==> config.mk <==
export PLATFORM = sky130hd
export DESIGN_NAME = stepver_seq
export DESIGN_NICKNAME = d
export VERILOG_FILES = /design/src/rtl/stepver_pkg.sv /design/src/rtl/stepver_timer.sv /design/src/rtl/stepver_amp.sv /design/src/rtl/stepver_verify.sv /design/src/rtl/stepver_seq.sv
export SDC_FILE = /design/constraint.sdc
export NUM_CORES = 1
export LEC_CHECK = 0
export ABC_CLOCK_PERIOD_IN_PS = 4300
export BUFFER_PORTS_ARGS = -buffer_cell sky130_fd_sc_hd__clkbuf_2
export CAP_MARGIN = 5
export CORE_AREA = 2 2 87 81
export CTS_BUF_LIST = sky130_fd_sc_hd__clkbuf_2
export DETAILED_ROUTE_END_ITERATION = 6
export DIE_AREA = 0 0 89 83
export GPL_ROUTABILITY_DRIVEN = 1
export GPL_TIMING_DRIVEN = 0
export PLACE_DENSITY = 0.75
export SLEW_MARGIN = 20
export SYNTH_ARGS = -nofsm -noshare
export SYNTH_HDL_FRONTEND = slang
export SYNTH_SLANG_ARGS = --single-unit
==> constraint.sdc <==
create_clock -name clk -period 4.3 [get_ports clk]
set_clock_uncertainty 0.15 [all_clocks]
set_input_delay 0 -clock clk [delete_from_list [all_inputs] [get_ports clk]]
set_output_delay 0 -clock clk [all_outputs]
set_load 0.05 [all_outputs]
==> src/rtl/stepver_pkg.sv <==
package stepver_pkg;
    // Operation select carried on the op port
    typedef enum logic [1:0] {
        OP_FORM  = 2'd0,
        OP_SET   = 2'd1,
        OP_RESET = 2'd2,
        OP_NONE  = 2'd3
    } op_e;

    // Sequencer phases
    typedef enum logic [2:0] {
        PH_IDLE, PH_RISE, PH_HOLD, PH_FALL, PH_GAP, PH_READ, PH_EVAL
    } phase_e;
endpackage

==> src/rtl/stepver_timer.sv <==
// Phase timer: a down-counter loaded on phase entry with (duration - 1).
// Assumes every loaded value fits in TW bits; zero marks the last cycle.
module stepver_timer #(
    parameter int TW = 10
) (
    input  logic          clk,
    input  logic          rst_n,
    input  logic          load,
    input  logic [TW-1:0] load_val,
    output logic          zero
);
    logic [TW-1:0] cnt;

    // Load on phase entry, otherwise count down to zero and hold
    always_ff @(posedge clk) begin
        if (!rst_n)          cnt <= '0;
        else if (load)       cnt <= load_val;
        else if (cnt != '0)  cnt <= cnt - 1'b1;
    end

    assign zero = (cnt == '0);
endmodule

==> src/rtl/stepver_amp.sv <==
// Amplitude register: loaded with the window start, advanced by one step.
// over flags that one more step would exceed the ceiling (one extra bit, no wrap).
module stepver_amp #(
    parameter int VW = 10
) (
    input  logic          clk,
    input  logic          rst_n,
    input  logic          load,
    input  logic [VW-1:0] load_val,
    input  logic          adv,
    input  logic [VW-1:0] step,
    input  logic [VW-1:0] ceil,
    output logic [VW-1:0] amp,
    output logic          over
);
    // Hold the present pulse amplitude
    always_ff @(posedge clk) begin
        if (!rst_n)     amp <= '0;
        else if (load)  amp <= load_val;
        else if (adv)   amp <= amp + step;
    end

    // Ceiling look-ahead for the next pulse
    always_comb begin
        over = ({1'b0, amp} + {1'b0, step}) > {1'b0, ceil};
    end
endmodule

==> src/rtl/stepver_verify.sv <==
// Verify comparator: captures pass/miss of the read current on the last read cycle.
// below_mode selects the "at or below lo" rule, otherwise "at or above hi".
module stepver_verify #(
    parameter int CW = 8
) (
    input  logic          clk,
    input  logic          rst_n,
    input  logic          clear,
    input  logic          sample,
    input  logic          below_mode,
    input  logic [CW-1:0] cur,
    input  logic [CW-1:0] hi_thr,
    input  logic [CW-1:0] lo_thr,
    output logic          hit
);
    // Register the comparison result for the evaluate phase
    always_ff @(posedge clk) begin
        if (!rst_n || clear) hit <= 1'b0;
        else if (sample)     hit <= below_mode ? (cur <= lo_thr) : (cur >= hi_thr);
    end
endmodule

==> src/rtl/stepver_seq.sv <==
// Incremental step program-verify sequencer (top).
// Runs pulse -> gap -> verify read -> evaluate loops until the current target
// is met or the ceiling is reached. Assumes T_EDGE, T_PULSE, T_READ >= 1.
module stepver_seq
    import stepver_pkg::*;
#(
    parameter int VW           = 10,
    parameter int CW           = 8,
    parameter int NW           = 10,
    parameter int T_EDGE       = 100,
    parameter int T_PULSE      = 1000,
    parameter int T_READ       = 1000,
    parameter int V_SR_START   = 20,
    parameter int V_SR_CEIL    = 350,
    parameter int V_FM_START   = 200,
    parameter int V_FM_CEIL    = 500,
    parameter int V_FM_STEP    = 1,
    parameter int V_BASE_STEP  = 5,
    parameter int V_WL_NORM    = 140,
    parameter int V_WL_RESET   = 270,
    parameter int V_READ       = 20,
    parameter int I_HI_MIN     = 36,
    parameter int I_LO_MAX     = 12
) (
    input  logic          clk,
    input  logic          rst_n,
    input  logic          start,
    input  logic [1:0]    op,
    input  logic [1:0]    step_sel,
    input  logic [CW-1:0] cell_current,
    output logic [VW-1:0] bl_code,
    output logic [VW-1:0] sl_code,
    output logic [VW-1:0] wl_code,
    output logic          pulse_en,
    output logic          read_en,
    output logic          busy,
    output logic          done,
    output logic          fail,
    output logic [VW-1:0] last_amp,
    output logic [NW-1:0] pulse_cnt
);
    localparam int TMAX = (T_PULSE > T_READ) ? ((T_PULSE > T_EDGE) ? T_PULSE : T_EDGE)
                                             : ((T_READ > T_EDGE) ? T_READ : T_EDGE);
    localparam int TW   = $clog2(TMAX + 1);
    localparam int PLEN = 2 * T_EDGE + T_PULSE;

    phase_e        phase, nxt_phase;
    op_e           op_q;
    logic [VW-1:0] step_q, ceil_v, amp;
    logic          tmr_load, tmr_zero, amp_load, amp_adv, amp_over, vfy_sample, hit;
    logic [TW-1:0] tmr_val;
    logic          accept;

    assign accept = (phase == PH_IDLE) && start && (op_e'(op) != OP_NONE);
    assign ceil_v = (op_q == OP_FORM) ? VW'(V_FM_CEIL) : VW'(V_SR_CEIL);

    stepver_timer #(.TW(TW)) u_tmr (
        .clk(clk), .rst_n(rst_n), .load(tmr_load), .load_val(tmr_val), .zero(tmr_zero)
    );

    stepver_amp #(.VW(VW)) u_amp (
        .clk(clk), .rst_n(rst_n), .load(amp_load),
        .load_val((op_e'(op) == OP_FORM) ? VW'(V_FM_START) : VW'(V_SR_START)),
        .adv(amp_adv), .step(step_q), .ceil(ceil_v), .amp(amp), .over(amp_over)
    );

    stepver_verify #(.CW(CW)) u_vfy (
        .clk(clk), .rst_n(rst_n), .clear(accept), .sample(vfy_sample),
        .below_mode(op_q == OP_RESET), .cur(cell_current),
        .hi_thr(CW'(I_HI_MIN)), .lo_thr(CW'(I_LO_MAX)), .hit(hit)
    );

    // Next-phase decode and per-phase timer loads
    always_comb begin
        nxt_phase  = phase;
        tmr_load   = 1'b0;
        tmr_val    = '0;
        amp_load   = 1'b0;
        amp_adv    = 1'b0;
        vfy_sample = 1'b0;
        unique case (phase)
            PH_IDLE: if (accept) begin
                nxt_phase = PH_RISE; tmr_load = 1'b1; tmr_val = TW'(T_EDGE - 1); amp_load = 1'b1;
            end
            PH_RISE: if (tmr_zero) begin
                nxt_phase = PH_HOLD; tmr_load = 1'b1; tmr_val = TW'(T_PULSE - 1);
            end
            PH_HOLD: if (tmr_zero) begin
                nxt_phase = PH_FALL; tmr_load = 1'b1; tmr_val = TW'(T_EDGE - 1);
            end
            PH_FALL: if (tmr_zero) begin
                nxt_phase = PH_GAP; tmr_load = 1'b1;
            end
            PH_GAP: begin
                nxt_phase = PH_READ; tmr_load = 1'b1; tmr_val = TW'(T_READ - 1);
            end
            PH_READ: if (tmr_zero) begin
                vfy_sample = 1'b1; nxt_phase = PH_EVAL; tmr_load = 1'b1;
            end
            PH_EVAL: begin
                if (hit || amp_over) nxt_phase = PH_IDLE;
                else begin
                    nxt_phase = PH_RISE; tmr_load = 1'b1; tmr_val = TW'(T_EDGE - 1); amp_adv = 1'b1;
                end
            end
            default: nxt_phase = PH_IDLE;
        endcase
    end

    // Phase register, run set-up and result capture
    always_ff @(posedge clk) begin
        if (!rst_n) begin
            phase <= PH_IDLE; op_q <= OP_SET; step_q <= '0;
            pulse_cnt <= '0; done <= 1'b0; fail <= 1'b0;
        end else begin
            phase <= nxt_phase;
            if (accept) begin
                op_q      <= op_e'(op);
                step_q    <= (op_e'(op) == OP_FORM) ? VW'(V_FM_STEP) : (VW'(V_BASE_STEP) << step_sel);
                pulse_cnt <= NW'(1);
                done      <= 1'b0;
                fail      <= 1'b0;
            end else if (phase == PH_EVAL) begin
                if (hit)           done <= 1'b1;
                else if (amp_over) begin done <= 1'b1; fail <= 1'b1; end
                else               pulse_cnt <= pulse_cnt + 1'b1;
            end
        end
    end

    // Analog code decode; zero outside the pulse and read phases
    always_comb begin
        bl_code  = '0;
        sl_code  = '0;
        wl_code  = '0;
        pulse_en = 1'b0;
        read_en  = 1'b0;
        if (phase == PH_RISE || phase == PH_HOLD || phase == PH_FALL) begin
            pulse_en = 1'b1;
            wl_code  = (op_q == OP_RESET) ? VW'(V_WL_RESET) : VW'(V_WL_NORM);
            if (op_q == OP_RESET) sl_code = amp;
            else                  bl_code = amp;
        end else if (phase == PH_READ) begin
            read_en = 1'b1;
            wl_code = VW'(V_WL_NORM);
            bl_code = VW'(V_READ);
        end
    end

    assign busy     = (phase != PH_IDLE);
    assign last_amp = amp;

    // Pulse length monitor counter for the assertion below
    logic [TW+2:0] run_q;
    always_ff @(posedge clk) begin
        if (!rst_n)        run_q <= '0;
        else if (pulse_en) run_q <= run_q + 1'b1;
        else               run_q <= '0;
    end


    done_idle_chk: assert property (@(posedge clk) disable iff (!rst_n) done |-> !busy);

    pulse_len_chk: assert property (@(posedge clk) disable iff (!rst_n)
        $fell(pulse_en) |-> (run_q == (TW+3)'(PLEN)));

    phase_gap_chk: assert property (@(posedge clk) disable iff (!rst_n)
        $fell(pulse_en) |-> (!read_en && bl_code == '0 && sl_code == '0 && wl_code == '0));

    amp_ceiling_chk: assert property (@(posedge clk) disable iff (!rst_n)
        pulse_en |-> (amp <= ceil_v));

    amp_step_chk: assert property (@(posedge clk) disable iff (!rst_n)
        (phase == PH_RISE && $past(phase) == PH_EVAL) |-> (amp == $past(amp) + $past(step_q)));

    busy_start_chk: assert property (@(posedge clk) disable iff (!rst_n)
        (busy && start) |=> $stable(op_q));
endmodule

==> flow_metrics.py <==
metrics = {
    "outcome": {
        "outcome": "finished, final reports clean",
    },
    "placed_design": {
        "place.port_buffers": 63,
        "post-dp-hpwl_um": 6000,
        "placed_area_mm2": 0.00329,
        "routabilityCongestion": 0.929,
        "pre_cts_ws_ps": 383,
    },
    "clock_tree": {
        "cts_sinks": 44,
        "clockRootBuffer": "clkbuf_2",
        "clk_latency_ps": 440,
        "cts_setup_buffers": 0,
        "cts_inserted_buffers": 5,
        "path_clk_slew_ps": 220,
        "cts_tree": "done",
        "cts_buffer_depth": 2,
        "htree_levels": 2,
    },
    "floorplan": {
        "die_height_um": 83,
        "num_rows": 28,
        "die_area_mm2": 0.00739,
        "floorplan.die.width_um": 89,
        "core_mm2": 0.00645,
        "start_util_pct": 44.2,
        "num_io_pins": 70,
    },
    "setup_path": {
        "worstSetupEndpointType": "register",
        "cp.required_ps": 4500,
        "critPathArrivalTime_ps": 4130,
        "start_kind": "register",
        "crit_type": "register to register",
        "r2r_cells": 15,
        "slowest_stage": "a2111o_1",
        "rrSetupSlack_ps": 370,
        "slowest_delay_ps": 490,
        "cp_common_cell": "nor2_1",
        "path_max_fanout": 10,
        "critical_path.cell_chain": "ha_1, a211oi_1, nor2_1, nor2_1, nor2_1, o21ai_0, xnor2_1, ha_1, inv_1, o31a_1, a2111o_1, a21oi_1, buf_2, a31oi_1, nor2_1",
        "worstReg2RegStart": "u_amp.amp[1]$_SDFFE_PN0P_",
        "worstReg2RegEnd": "u_tmr.cnt[2]$_SDFFE_PN0P_",
    },
    "final_layout": {
        "multi_input_area_mm2": 0.00180,
        "layout.area.seq_um2": 881,
        "syn_to_final_growth_pct": 22.2,
        "finish.utilization_pct": 54.1,
        "drive_gt1_share_pct": 20.4,
        "fin_area_mm2": 0.00348,
        "fill_cells": 657,
        "num-nets-final": 487,
        "antenna_cells": 0,
    },
    "sta": {
        "timing.fmax_ghz": 0.255,
        "max_slew.worst_pin.slew_ps": 798,
        "max_slew_margin_pct": 46.4,
        "fin_crit_sh_pct": 91.3,
        "setup-violations-final": 0,
        "drv_slew": 0,
        "worst_slack_ps": 373,
        "finalSetupTns_ps": 0,
        "rsz0062_at_grt": "no",
        "fin_hold_ws_ps": 279,
        "hold_viol": 0,
        "fin_crit_ps": 3930,
    },
    "pwr": {
        "switchingPower_mw": 0.727,
        "p_sw_share_pct": 46.0,
        "pwr-share-comb_pct": 50.0,
        "power.density_mw_per_mm2": 454,
        "seq_power_share_pct": 35.0,
        "power.internal_mw": 0.854,
        "clkPwrFrac_pct": 15.1,
        "leakage_nw": 1.59,
        "worst_ir_drop_vdd_mv": 0.359,
    },
    "synth": {
        "synth_area_mm2": 0.00285,
        "synth_top_area_share_pct": 30.9,
        "yosysMostFrequentCell": "nor2_1",
        "synth_cells": 373,
        "synth_common_cells": "nor2_1, dfxtp_1, nand2_1, a21oi_1, o21ai_0",
        "synth.yosys.seq_area_share_pct": 30.9,
        "synth.distinct_cells": 56,
        "synth_edf_count": 0,
        "synth_area_leaders": "dfxtp_1, nor2_1, ha_1, nand2_1, a21oi_1",
        "avgSynthCellArea_um2": 7.64,
        "ys_ff_latch": 44,
        "synthFlopType": "dfxtp_1",
        "synth_top_cell_by_area": "dfxtp_1",
        "synthArstFlopShare_pct": 0,
        "ys_warn_count": 0,
    },
    "route": {
        "wirelength_met1_um": 3870,
        "firstDrtPassIters": 4,
        "drt-initial-drc-count": 177,
        "num_vias": 3045,
        "drt-total-wl_um": 8050,
        "dr_wl_met3_um": 472,
        "drc": 0,
        "viasPerCell": 5.54,
        "route.met2.wl_um": 3600,
        "highest-signal-layer": "met4",
        "ant_nets": 0,
        "wire_per_inst_um": 14.6,
    },
    "hold_path": {
        "hold_end": "step_q[5]$_SDFFE_PN0P_",
        "min-delay-start": "step_sel[1]",
        "hold-path-cell-count": 4,
        "hp-class": "input pin to register",
    },
    "global_routing": {
        "grt_pass1_vias": 2754,
        "grt_pass1_wl_um": 13000,
        "grt_usage_pct": 22.1,
        "globalRouteOverflowTotal": 0,
        "antenna_found_initial": 0,
        "grt_max_degree": 14,
    },
    "run": {
        "maxCapViolations": 0,
    },
}
worst max-delay path by stage:
stage | startpoint | to
2_1_floorplan | u_amp.amp[1]$_SDFFE_PN0P_ | u_tmr.cnt[2]$_SDFFE_PN0P_
3_3_place_gp | u_amp.amp[0]$_SDFFE_PN0P_ | u_tmr.cnt[2]$_SDFFE_PN0P_
3_5_place_dp | u_amp.amp[0]$_SDFFE_PN0P_ | u_tmr.cnt[2]$_SDFFE_PN0P_
4_1_cts | u_amp.amp[0]$_SDFFE_PN0P_ | u_tmr.cnt[2]$_SDFFE_PN0P_
5_1_grt | u_amp.amp[1]$_SDFFE_PN0P_ | u_tmr.cnt[2]$_SDFFE_PN0P_
6_report | u_amp.amp[1]$_SDFFE_PN0P_ | u_tmr.cnt[2]$_SDFFE_PN0P_
kinds of logic (layout without fill, tap and decap cells):
kind of cell / Yosys count / count (layout) / synth area share [%]
muxes: 2 / 2 / 0.790
other: 1 / 5 / 0.132
xor gates and xnor gates: 13 / 13 / 3.99
AOI/OAI and AO/OA: 96 / 96 / 22.7
and+or+nand+nor: 164 / 164 / 29.0
adders and majority gates: 13 / 13 / 5.97
DFF: 44 / 44 / 30.9
buffers and inverters: 40 / 123 / 6.54
placed cells by master, fill, tap and decap left out, types with 8 or more instances in the layout:
cell type | netlist | layout
clkbuf_1 | 11 | 11
a211oi_1 | 9 | 8
a31oi_1 | 10 | 10
nand2_1 | 36 | 36
inv_1 | 18 | 18
dlygate4sd3_1 | 0 | 12
o21ai_0 | 20 | 20
ha_1 | 12 | 12
xnor2_1 | 8 | 8
nor2_1 | 51 | 51
nor3_1 | 16 | 16
dfxtp_1 | 44 | 44
a21oi_1 | 25 | 25
and3_1 | 14 | 14
clkbuf_2 | 0 | 69
power groups by stage:
stage               logic (mW)  registers [mW]  clock network [mW]
floorplan                0.584           0.569                   0
global placement         0.745           0.556                   0
detailed placement       0.759           0.559                   0
CTS                      0.781           0.550               0.243
global route             0.867           0.561               0.260
finish                   0.790           0.553               0.238
state kept, by name, indices dropped and copies added, names as in the netlist:
name / flops
phase: 3
step_q: 6
u_tmr.cnt: 10
fail: 1
op_q: 2
u_vfy.hit: 1
u_amp.amp: 10
pulse_cnt: 10
done: 1
stage by stage:
step / cells / power [mW]
after floorplan: 377 / 1.15
after global placement: 530 / 1.30
after detailed placement: 530 / 1.32
after CTS: 550 / 1.57
after global routing: 550 / 1.69
final: 550 / 1.58
repair_timing:
item	CTS	global route
hold buffers	12	0
resized for setup	0	1
hold endpoints to repair	21	0
endpoints found under the setup margin	0	10
critical path, delay by kind of cell (launching register included):
kind            cells  cell delay [ps]
compound gates      6             1810
fa+ha+maj           2              620
flops               1              400
simple gates        4              380
buf+inv             2              380
xor+xnor            1              120
final cells by class:
class,instances,area share [%]
plain buffers,22,3.41
clock buffers,6,0.862
clock inverters,2,1.01
inverters,18,1.94
multi-input cells,293,51.8
flip-flops and latches,44,25.3
well taps,90,3.23
repair buffers,75,12.5
per-layer routing:
metal	up-vias	global-route usage, %
li1	1507	-
met1	1420	31.8
met2	107	34.3
met3	11	3.08
met4	0	5.83
met5	-	0
No activity file was read; power rests on OpenSTA's default activity.
